$ cat src/rtl/vic_pkg.sv
package vic_pkg;

   typedef enum logic [2:0] {
      PH_IDLE  = 3'd0,
      PH_PRE   = 3'd1,
      PH_POST  = 3'd2,
      PH_NOISE = 3'd3,
      PH_HOLD  = 3'd4
   } vic_phase_e;

   localparam int unsigned SEG_PRE   = 0;
   localparam int unsigned SEG_POST  = 1;
   localparam int unsigned SEG_NOISE = 2;
   localparam int unsigned NUM_SEG   = 3;

   localparam int unsigned FLG_START = 0;
   localparam int unsigned FLG_SW    = 1;
   localparam int unsigned FLG_C1    = 2;
   localparam int unsigned FLG_C2    = 3;
   localparam int unsigned NUM_FLG   = 4;

endpackage

$ cat src/rtl/vic_flag_sync.sv
module vic_flag_sync #(
   parameter int unsigned WIDTH  = 4,
   parameter int unsigned STAGES = 0
) (
   input  logic             clk,
   input  logic             rst,
   input  logic [WIDTH-1:0] d_i,
   output logic [WIDTH-1:0] q_o
);

   if (WIDTH < 1) begin : g_bad_width
      $error("vic_flag_sync: WIDTH must be at least 1");
   end

   if (STAGES == 0) begin : g_direct
      assign q_o = d_i;
   end else begin : g_chain
      logic [WIDTH-1:0] stage_q [STAGES];

      always_ff @(posedge clk) begin
         if (rst) begin
            stage_q[0] <= '0;
         end else begin
            stage_q[0] <= d_i;
         end
      end

      for (genvar s = 1; s < STAGES; s++) begin : g_stage
         always_ff @(posedge clk) begin
            if (rst) begin
               stage_q[s] <= '0;
            end else begin
               stage_q[s] <= stage_q[s-1];
            end
         end
      end

      assign q_o = stage_q[STAGES-1];
   end

endmodule

$ cat src/rtl/vic_sat_counter.sv
module vic_sat_counter #(
   parameter int unsigned WIDTH = 16
) (
   input  logic             clk,
   input  logic             rst,
   input  logic             inc_i,
   output logic [WIDTH-1:0] cnt_o,
   output logic             ovf_o
);

   localparam logic [WIDTH-1:0] CNT_MAX = {WIDTH{1'b1}};

   logic [WIDTH-1:0] cnt_q;
   logic             ovf_q;
   logic             at_max;

   assign at_max = (cnt_q == CNT_MAX);

   always_ff @(posedge clk) begin
      if (rst) begin
         cnt_q <= '0;
         ovf_q <= 1'b0;
      end else if (inc_i) begin
         if (at_max) begin
            ovf_q <= 1'b1;
         end else begin
            cnt_q <= cnt_q + 1'b1;
         end
      end
   end

   assign cnt_o = cnt_q;
   assign ovf_o = ovf_q;

endmodule

$ cat src/rtl/vic_sequencer.sv
module vic_sequencer
   import vic_pkg::*;
(
   input  logic               clk,
   input  logic               rst,
   input  logic [NUM_FLG-1:0] flg_i,
   output logic [NUM_SEG-1:0] inc_o,
   output logic               spread_fine_o,
   output logic               done_o
);

   vic_phase_e       phase_q, phase_d;
   logic [NUM_SEG-1:0] inc_d;
   logic             finish_d;
   logic             done_q;

   always_comb begin
      phase_d  = phase_q;
      inc_d    = '0;
      finish_d = 1'b0;
      unique case (phase_q)
         PH_IDLE: begin
            if (flg_i[FLG_START]) begin
               phase_d        = PH_PRE;
               inc_d[SEG_PRE] = 1'b1;
            end
         end
         PH_PRE: begin
            if (flg_i[FLG_SW]) begin
               phase_d         = PH_POST;
               inc_d[SEG_POST] = 1'b1;
            end else begin
               inc_d[SEG_PRE] = 1'b1;
            end
         end
         PH_POST: begin
            if (flg_i[FLG_C1]) begin
               phase_d          = PH_NOISE;
               inc_d[SEG_NOISE] = 1'b1;
            end else begin
               inc_d[SEG_POST] = 1'b1;
            end
         end
         PH_NOISE: begin
            if (flg_i[FLG_C2]) begin
               phase_d  = PH_HOLD;
               finish_d = 1'b1;
            end else begin
               inc_d[SEG_NOISE] = 1'b1;
            end
         end
         PH_HOLD: begin
            phase_d = PH_HOLD;
         end
         default: begin
            phase_d = PH_IDLE;
         end
      endcase
   end

   always_ff @(posedge clk) begin
      if (rst) begin
         phase_q <= PH_IDLE;
         done_q  <= 1'b0;
      end else begin
         phase_q <= phase_d;
         done_q  <= finish_d;
      end
   end

   assign inc_o         = rst ? '0 : inc_d;
   assign spread_fine_o = (phase_q == PH_POST) || (phase_q == PH_NOISE) ||
                          (phase_q == PH_HOLD);
   assign done_o        = done_q;

endmodule

$ cat src/rtl/vernier_count_capture.sv
module vernier_count_capture
   import vic_pkg::*;
#(
   parameter int unsigned CNT_W       = 16,
   parameter int unsigned SYNC_STAGES = 0
) (
   input  logic                 clk_osc,
   input  logic                 rst,
   input  logic                 trig_start_i,
   input  logic                 res_switch_i,
   input  logic                 coinc1_i,
   input  logic                 coinc2_i,
   output logic                 spread_fine_o,
   output logic [CNT_W-1:0]     pre_cnt_o,
   output logic [CNT_W-1:0]     post_cnt_o,
   output logic [CNT_W-1:0]     nf_cnt_o,
   output logic [CNT_W+1:0]     total_o,
   output logic [NUM_SEG-1:0]   ovf_o,
   output logic                 done_o
);

   localparam int unsigned TOT_W = CNT_W + 2;

   if (CNT_W < 2 || CNT_W > 32) begin : g_bad_cnt_w
      $error("vernier_count_capture: CNT_W must lie in 2..32");
   end
   if (SYNC_STAGES > 4) begin : g_bad_sync
      $error("vernier_count_capture: SYNC_STAGES must not exceed 4");
   end

   logic [NUM_FLG-1:0] flg_raw;
   logic [NUM_FLG-1:0] flg_s;
   logic [NUM_SEG-1:0] seg_inc;
   logic [CNT_W-1:0]   seg_cnt [NUM_SEG];
   logic [NUM_SEG-1:0] seg_ovf;

   assign flg_raw[FLG_START] = trig_start_i;
   assign flg_raw[FLG_SW]    = res_switch_i;
   assign flg_raw[FLG_C1]    = coinc1_i;
   assign flg_raw[FLG_C2]    = coinc2_i;

   vic_flag_sync #(
      .WIDTH  (NUM_FLG),
      .STAGES (SYNC_STAGES)
   ) u_sync (
      .clk (clk_osc),
      .rst (rst),
      .d_i (flg_raw),
      .q_o (flg_s)
   );

   vic_sequencer u_seq (
      .clk           (clk_osc),
      .rst           (rst),
      .flg_i         (flg_s),
      .inc_o         (seg_inc),
      .spread_fine_o (spread_fine_o),
      .done_o        (done_o)
   );

   for (genvar g = 0; g < NUM_SEG; g++) begin : g_seg
      vic_sat_counter #(
         .WIDTH (CNT_W)
      ) u_cnt (
         .clk   (clk_osc),
         .rst   (rst),
         .inc_i (seg_inc[g]),
         .cnt_o (seg_cnt[g]),
         .ovf_o (seg_ovf[g])
      );
   end

   assign pre_cnt_o  = seg_cnt[SEG_PRE];
   assign post_cnt_o = seg_cnt[SEG_POST];
   assign nf_cnt_o   = seg_cnt[SEG_NOISE];
   assign ovf_o      = seg_ovf;
   assign total_o    = TOT_W'(seg_cnt[SEG_PRE]) + TOT_W'(seg_cnt[SEG_POST]) +
                       TOT_W'(seg_cnt[SEG_NOISE]);

endmodule

$ cat config.mk
export PLATFORM = sky130hd
export DESIGN_NAME = vernier_count_capture
export DESIGN_NICKNAME = d
export VERILOG_FILES = /design/src/rtl/vic_pkg.sv /design/src/rtl/vic_flag_sync.sv /design/src/rtl/vic_sat_counter.sv /design/src/rtl/vic_sequencer.sv /design/src/rtl/vernier_count_capture.sv
export SDC_FILE = /design/constraint.sdc
export NUM_CORES = 1
export LEC_CHECK = 0
export BUFFER_PORTS_ARGS = -buffer_cell sky130_fd_sc_hd__clkbuf_2
export CORE_ASPECT_RATIO = 0.9
export CORE_MARGIN = 4
export CORE_UTILIZATION = 40
export CTS_CLUSTER_DIAMETER = 50
export DETAILED_ROUTE_END_ITERATION = 10
export GPL_ROUTABILITY_DRIVEN = 0
export GPL_TIMING_DRIVEN = 1
export PLACE_DENSITY = 0.7
export SLEW_MARGIN = 20
export SYNTH_ARGS = -nofsm -noshare
export SYNTH_HDL_FRONTEND = slang
export SYNTH_SLANG_ARGS = --single-unit
$ cat constraint.sdc
create_clock -name clk_osc -period 8.1 [get_ports clk_osc]
set_input_delay 0.81 -clock clk_osc [delete_from_list [all_inputs] [get_ports clk_osc]]
set_output_delay 0.81 -clock clk_osc [all_outputs]
set_load 0.05 [all_outputs]
==> qor.yml, run 1 <==
status: "complete, no violations"
cp_slowest_cell: "fa_1"
r2r_slack_ns: 5.80
cts_tree: "done"
cts_buffer_depth: 2
grt_setup_unrepaired: "no"
synth_edf_count: 0
yosysWarnings: 0
hp-class: "reg -> reg"
cp_slowest_stage_delay_ns: 0.46
path_clk_slew_ns: 0.10
yosysSeqAreaShare_pct: 30.8
crit_chain: "fa_1, ha_1, fa_1, a21oi_1, nand4b_1, a211oi_1, o21ai_0, nor2b_1, xnor2_1, clkbuf_2"
final_area_um2: 4160
drc: 0
holdPathStages: 2
wl_um: 9130
dieArea_um2: 10500
synth_ff_type: "dfxtp_1"
drtAntennaViolNets: 0
numCtsBuffers: 5
max-cap-violations: 0
path_class: "reg -> out"
setup_tns_ns: 0
num_vias: 3250
crit_path_start_kind: "flop"
arrival_ns: 3.42
fmax_ghz: 0.236
path_common_cell: "fa_1"
finalSetupViolCount: 0
crit_path_end_kind: "output port"
num_rows: 32
syn_avg_cell_area_um2: 8.67
async_reset_ff_share_pct: 0
dieHeight_um: 97.7
syn_nets: 454
synth_top_area_cell: "dfxtp_1"
timing.final.max_slew_violations: 0
numPortBuffers: 76
fin_crit_sh_pct: 52.3
cts_setup_buffers: 0
synth_cells: 413
ys_types: 48
clk-insertion-delay-late_ns: 0.31
synth-seq-cells: 55
preCtsSetupSlack_ns: 4.26
grt_overflow: 0
worstMarginPinSlew_ns: 0.752
yosys-top-cells-area: "dfxtp_1 (31%), fa_1 (9.5%), ha_1 (6.3%), xor2_1 (6.1%), nor2_1 (5.8%)"
place_area_um2: 4040
cts_resized: 0
fin_crit_ns: 4.23
skew_ns: 0.00734
p_leak_uw: 0.00186
r2r_end: "g_seg[1].u_cnt.cnt_o[14]"
r2r_start: "u_seq.phase_q[1]"
grt_pass1_vias: 2997
worstHoldStart: "g_seg[0].u_cnt.ovf_o"
worstHoldEndpoint: "g_seg[0].u_cnt.ovf_o"
r2r_cells: 6
netlist.area_leader.share_pct: 30.8
num-nets-final: 525
num_antenna_cells: 0
initial_utilization_pct: 41.4
cp_max_fo: 6
ios: 77
crit_buf_inv: 1
powerDensity_nw_per_um2: 125
antenna_found_initial: 0
peakVddDrop_mv: 0.0760
post_drt_via_cell_ratio: 5.38
coreArea_um2: 8650
post-dp-hpwl_um: 7190
track_usage_pct: 17.6
cts_max_level: 2
die_x_um: 108
area_growth_pct: 16.3
cts_num_sinks: 55
synth_area_um2: 3580
hold_buffers: 0
critical_path_required_ns: 7.29
maxSlewHeadroom_pct: 49.6
drtIter0Drc: 174
finalHoldViolations: 0
whs_ns: 0.485
dp.cells: 596
final_layout_size_suffix_gt1_share_pct: 19.4
crit_family: "adder cells"
grt_pass1_wl_um: 15200
fin_ws_ns: 3.87
post_drt_wl_per_cell_um: 15.1
first_pass_iters: 4
grt_max_degree: 55
clockRootBuffer: "clkbuf_8"
final_cells: 604
==> cell usage after synthesis (2+ instances only) <==
cell type	n
xnor2_1	18
nand4_1	18
or2_2	4
nor2_1	55
and4_1	5
nand3b_1	3
a21oi_1	28
nand2_1	22
nor3_1	3
mux2i_1	4
nor2b_1	4
o21ai_0	21
or3_1	11
dfxtp_1	55
and3_1	13
nand2b_1	9
and2_1	3
a31oi_1	2
nand3_1	14
ha_1	18
a211o_1	2
a21o_1	5
o21a_1	4
clkbuf_1	6
fa_1	17
inv_1	14
a211oi_1	7
xor2_1	25
buf_4	4
==> worst max path at each step <==
stage                                  startpoint     endpoint  cells after the start
final                     g_seg[2].u_cnt.cnt_o[1]  total_o[13]                     10
after global routing      g_seg[2].u_cnt.cnt_o[1]  total_o[13]                     10
after CTS                 g_seg[2].u_cnt.cnt_o[1]  total_o[13]                     10
after floorplan           g_seg[0].u_cnt.cnt_o[7]  total_o[16]                      7
after global placement    g_seg[1].u_cnt.cnt_o[1]  total_o[13]                     10
after detailed placement  g_seg[2].u_cnt.cnt_o[1]  total_o[13]                     10
==> metal layers <==
metal	GRT usage (%)	wire, um	up-vias
met4	3.50	78	0
met2	26.9	4050	114
li1	-	-	1593
met3	3.64	671	10
met5	0	0	-
met1	25.7	4330	1533
==> cell usage in the layout, fill, tap and decap left out, types with 6 or more instances in the layout <==
master    netlist  final
inv_1          14     14
nand3_1        14     14
a211oi_1        7      7
a21oi_1        28     28
clkbuf_8        0      6
ha_1           18     18
xor2_1         25     25
o21ai_0        21     21
nand2b_1        9      9
fa_1           17     17
and3_1         13     13
nor2_1         55     55
xnor2_1        18     18
clkbuf_2        0     76
dfxtp_1        55     55
nand4_1        18     18
nand2_1        22     22
or3_1          11     11
==> state kept, by name, indices dropped and copies added, names as in the netlist <==
name / cells
g_seg.u_cnt.cnt_o: 48
g_seg.u_cnt.ovf_o: 3
u_seq.phase_q: 3
u_seq.done_o: 1
==> cell families after synthesis <==
| family | share of synthesized area [%] |
|---|---|
| compound gates | 13.7 |
| xor+xnor | 10.5 |
| fa+ha+maj | 15.8 |
| buf+inv | 3.50 |
| flops | 30.8 |
| mux | 1.43 |
| simple gates | 24.3 |
==> metrics by stage <==
stage / utilization [%] / power, uW
6_report: 48.1 / 520
5_1_grt: 48.1 / 540
4_1_cts: 48.1 / 524
3_5_place_dp: 46.8 / 334
3_3_place_gp: 46.8 / 332
2_1_floorplan: - / 322
==> worst register-to-register path: stages, from the launching register on <==
cell and delay, ns:
dfxtp_1 0.51, or3b_1 0.40, a21o_1 0.23, a211oi_1 0.61
nand4_1 0.20, xor2_1 0.18, nor2_1 0.05
==> where the power goes <==
part | total [uW] | switching, uW | internal [uW]
clock network | 193 | 92.8 | 100
registers | 279 | 5.43 | 273
logic | 48.2 | 35.4 | 12.8
==> layout make-up <==
| type | instances | area [um^2] |
|---|---|---|
| repair buffers | 77 | 388 |
| fillers | 884 | 4490 |
| inverters | 14 | 52.6 |
| multi-input cells | 331 | 2350 |
| flip-flops and latches | 55 | 1100 |
| clock buffers | 6 | 82.6 |
| clock inverters | 2 | 35.0 |
| well taps | 119 | 149 |
Power figures use the tool's default switching activity.
==> run 2: changes to the inputs <==
--- a/config.mk
+++ b/config.mk
@@ -5,6 +5,7 @@
 export SDC_FILE = /design/constraint.sdc
 export NUM_CORES = 1
 export LEC_CHECK = 0
+export ABC_AREA = 1
 export BUFFER_PORTS_ARGS = -buffer_cell sky130_fd_sc_hd__clkbuf_2
 export CORE_ASPECT_RATIO = 0.9
 export CORE_MARGIN = 4
@@ -13,7 +14,7 @@
 export DETAILED_ROUTE_END_ITERATION = 10
 export GPL_ROUTABILITY_DRIVEN = 0
 export GPL_TIMING_DRIVEN = 1
-export PLACE_DENSITY = 0.7
+export PLACE_DENSITY = 0.68
 export SLEW_MARGIN = 20
 export SYNTH_ARGS = -nofsm -noshare
 export SYNTH_HDL_FRONTEND = slang
==> constraint.sdc (replaced) <==
create_clock -name clk_osc -period 4.4 [get_ports clk_osc]
set_input_delay 0.44 -clock clk_osc [delete_from_list [all_inputs] [get_ports clk_osc]]
set_output_delay 0.44 -clock clk_osc [all_outputs]
set_load 0.05 [all_outputs]
==> run 2 against run 1 <==
  * Combinational power grew to 7.7 times the previous value
  * Flip-flop and latch count stayed put
  * Area after synthesis is 21% higher
  * Global-route usage is 1.8 points higher
  * Sequential share of layout area is 4.1 points lower
  * Sequential power is 99% higher
  * Synthesized cell count is 59% higher
  * Critical endpoint unchanged
  * Largest cell class unchanged
  * Via count is 37% higher
  * Highest routed layer unchanged
  * First-iteration DRC count is 48% higher
  * Critical path depth is 1 higher
  * Clock-buffer cell count is 2 higher
==> qor.yml, run 2 <==
worstHoldEndpoint: "u_seq.done_o"
antenna_found_initial: 0  # unchanged
post_drt_via_cell_ratio: 5.23  # -2.8%
synth_edf_count: 0  # unchanged
arrival_ns: 2.89  # -0.53 ns
track_usage_pct: 19.4  # +1.8 points
drc: 0  # unchanged
crit_path_start_kind: "flop"
synth_top_area_cell: "dfxtp_1"
first_pass_iters: 5  # +1
skew_ns: 0.00483  # -0.00251 ns
synth-compound-area-share_pct: 10.4  # -3.3 points
cts_buffer_depth: 2  # unchanged
dp.cells: 845  # +42%
cts_resized: 0  # unchanged
post_drt_wl_per_cell_um: 14.1  # -6.8%
final_area_um2: 4910  # +18%
cp_slowest_stage_delay_ns: 0.53  # +0.07 ns
path_clk_slew_ns: 0.07  # -0.03 ns
synth_area_um2: 4330  # +21%
synth_fa_ha_area_share_pct: 13.1  # -2.7 points
holdPathStages: 3  # +1
dieHeight_um: 107  # +9.1%
cts_num_sinks: 55  # unchanged
nFillCells: 1051  # +19%
crit_path_end_kind: "output port"
wl_um: 12000  # +32%
cts_max_level: 2  # unchanged
netlist.area_leader.share_pct: 25.5  # -5.3 points
max-cap-violations: 0  # unchanged
ios: 77  # unchanged
yosysSeqAreaShare_pct: 25.5  # -5.3 points
r2r_start: "g_seg[0].u_cnt.cnt_o[1]"
async_reset_ff_share_pct: 0  # unchanged
clockRootBuffer: "clkbuf_16"
die_x_um: 118  # +9.2%
num_vias: 4461  # +37%
largest_register_ffs: 48  # unchanged
yosys-top-cells-count: "nand2_1 (217), nor2_1 (76), dfxtp_1 (55)"
finalHoldViolations: 0  # unchanged
synth-xor-area-share_pct: 4.45  # -6.1 points
critical_path_required_ns: 3.96  # -3.33 ns
yosys.area_share.simple_pct: 39.3  # +15 points
syn_nets: 696  # +53%
numCtsBuffers: 5  # unchanged
cp_max_fo: 6  # unchanged
cts_setup_buffers: 0  # unchanged
synth_cells: 655  # +59%
r2r_cells: 9  # +3
dieArea_um2: 12500  # +19%
cp_slowest_cell: "dfxtp_1"
grt_max_degree: 40  # -27%
clk-insertion-delay-late_ns: 0.30  # about the same
p_leak_uw: 0.00224  # +21%
area_growth_pct: 13.6
drtIter0Drc: 257  # +48%
grt_pass1_vias: 3986  # +33%
worstHoldStart: "coinc2_i"
num-nets-final: 764  # +46%
fmax_ghz: 0.300
synth_ff_type: "dfxtp_1"
worstMarginPinSlew_ns: 0.970  # +0.219 ns
finalSetupViolCount: 0  # unchanged
yosys-top-cells-area: "dfxtp_1 (25%), nand2_1 (19%), fa_1 (7.9%), nor2_1 (6.6%), a21oi_1 (5.8%)"
synth_mux_area_share_pct: 0  # -1.4 points
place_area_um2: 4760  # +18%
numPortBuffers: 76  # unchanged
grt_setup_unrepaired: "no"
final_cells: 853  # +41%
final_layout_size_suffix_gt1_share_pct: 17.1  # -2.3 points
hold_buffers: 0  # unchanged
status: "complete, no violations"
timing.final.max_slew_violations: 0  # unchanged
cts_tree: "done"
final_common_cell: "nand2_1"
path_common_cell: "nand3_1"
path_class: "reg -> out"
layout_common_cells: "nand2_1 (217), nor2_1 (76), clkbuf_2 (76)"
ys_types: 30  # -38%
powerDensity_nw_per_um2: 276  # +120%
post-dp-hpwl_um: 9410  # +31%
r2r_end: "g_seg[0].u_cnt.cnt_o[15]"
synth-seq-cells: 55  # unchanged
whs_ns: 0.396  # -0.0894 ns
initial_utilization_pct: 41.7  # +0.28 points
peakVddDrop_mv: 0.287  # +280%
drtAntennaViolNets: 0  # unchanged
total_power_uw: 1360  # +160%
fin_crit_sh_pct: 75.7
setup_tns_ns: 0  # unchanged
crit_start: "g_seg[0].u_cnt.cnt_o[1]"
grt_pass1_wl_um: 19900  # +31%
num_antenna_cells: 0  # unchanged
syn_avg_cell_area_um2: 6.60  # -24%
synth_top_family_by_area: "simple AND/OR/NAND/NOR gates"
fin_crit_ns: 3.33
hp-class: "in -> reg"
r2r_slack_ns: 2.38  # -3.42 ns
crit_chain: "fa_1, ha_1, fa_1, nand3_1, nand2_1, nand3_1, nand3_1, nand2_1, inv_1, nor2_1, clkbuf_2"
coreArea_um2: 10400  # +20%
num_rows: 35  # +9.4%
maxSlewHeadroom_pct: 35.3  # -14 points
yosysWarnings: 0  # unchanged
grt_overflow: 0  # unchanged
synth_most_common_cell: "nand2_1"
==> run 2: changes by cell type after synthesis, sizes merged, moves of 11 or more <==
cell	change
nand2	+210
inv	+40
nand3	+35
a21oi	+32
nor2	+31
and3	-13
xor2	-12
or3	-11
==> run 2: stage by stage <==
stage,util (%),setup WS (ns)
floorplan,-,1.01
global placement,45.8,1.53
detailed placement,45.8,1.45
CTS,47.4,1.08
global route,47.4,0.874
finish,47.4,1.07
==> run 2: cell families (layout without fill, tap and decap cells) <==
group / Yosys count / count (layout)
simple gates: 392 / 392
fa+ha+maj: 35 / 35
compound gates: 81 / 81
flops: 55 / 55
xor+xnor: 22 / 22
buf+inv: 70 / 139
==> run 2: critical path, delay by kind of cell, from the launching register on <==
family	cells	cell delay [ns]
adders and majority gates	3	1.13
and+or+nand+nor	6	0.62
DFF	1	0.53
buffers and inverters	2	0.32
==> run 2: per-layer routing <==
metal / wire length (um) / vias up / GRT usage [%] / share of wire (%)
met5: 0 / - / 0 / 0
met4: 150 / 0 / 4.60 / 1.2
met3: 850 / 13 / 4.48 / 7.1
met2: 5380 / 144 / 30.5 / 45
met1: 5640 / 2057 / 27.2 / 47
li1: - / 2247 / - / -
==> run 2: area by class of cell <==
class	count	area, um^2	share of cell area [%]
inverter	55	206	4.20
timing repair buffer	76	380	7.74
tap	129	161	3.28
clock buffer	8	156	3.18
sequential	55	1100	22.4
multi-input combinational	530	2910	59.2
==> run 2: how the worst max path moves through the flow <==
stage             endpoint  slack [ns]
5_1_grt        total_o[11]        0.87
4_1_cts        total_o[15]        1.08
3_3_place_gp   total_o[15]        1.53
2_1_floorplan   total_o[7]        1.01
3_5_place_dp   total_o[15]        1.45
6_report       total_o[13]        1.07
==> run 2: power breakdown <==
part           internal [uW]  total, uW  switching (uW)
combinational           81.9        370             288
clock                    243        429             185
sequential               519        556            37.3
total                    844       1360             511
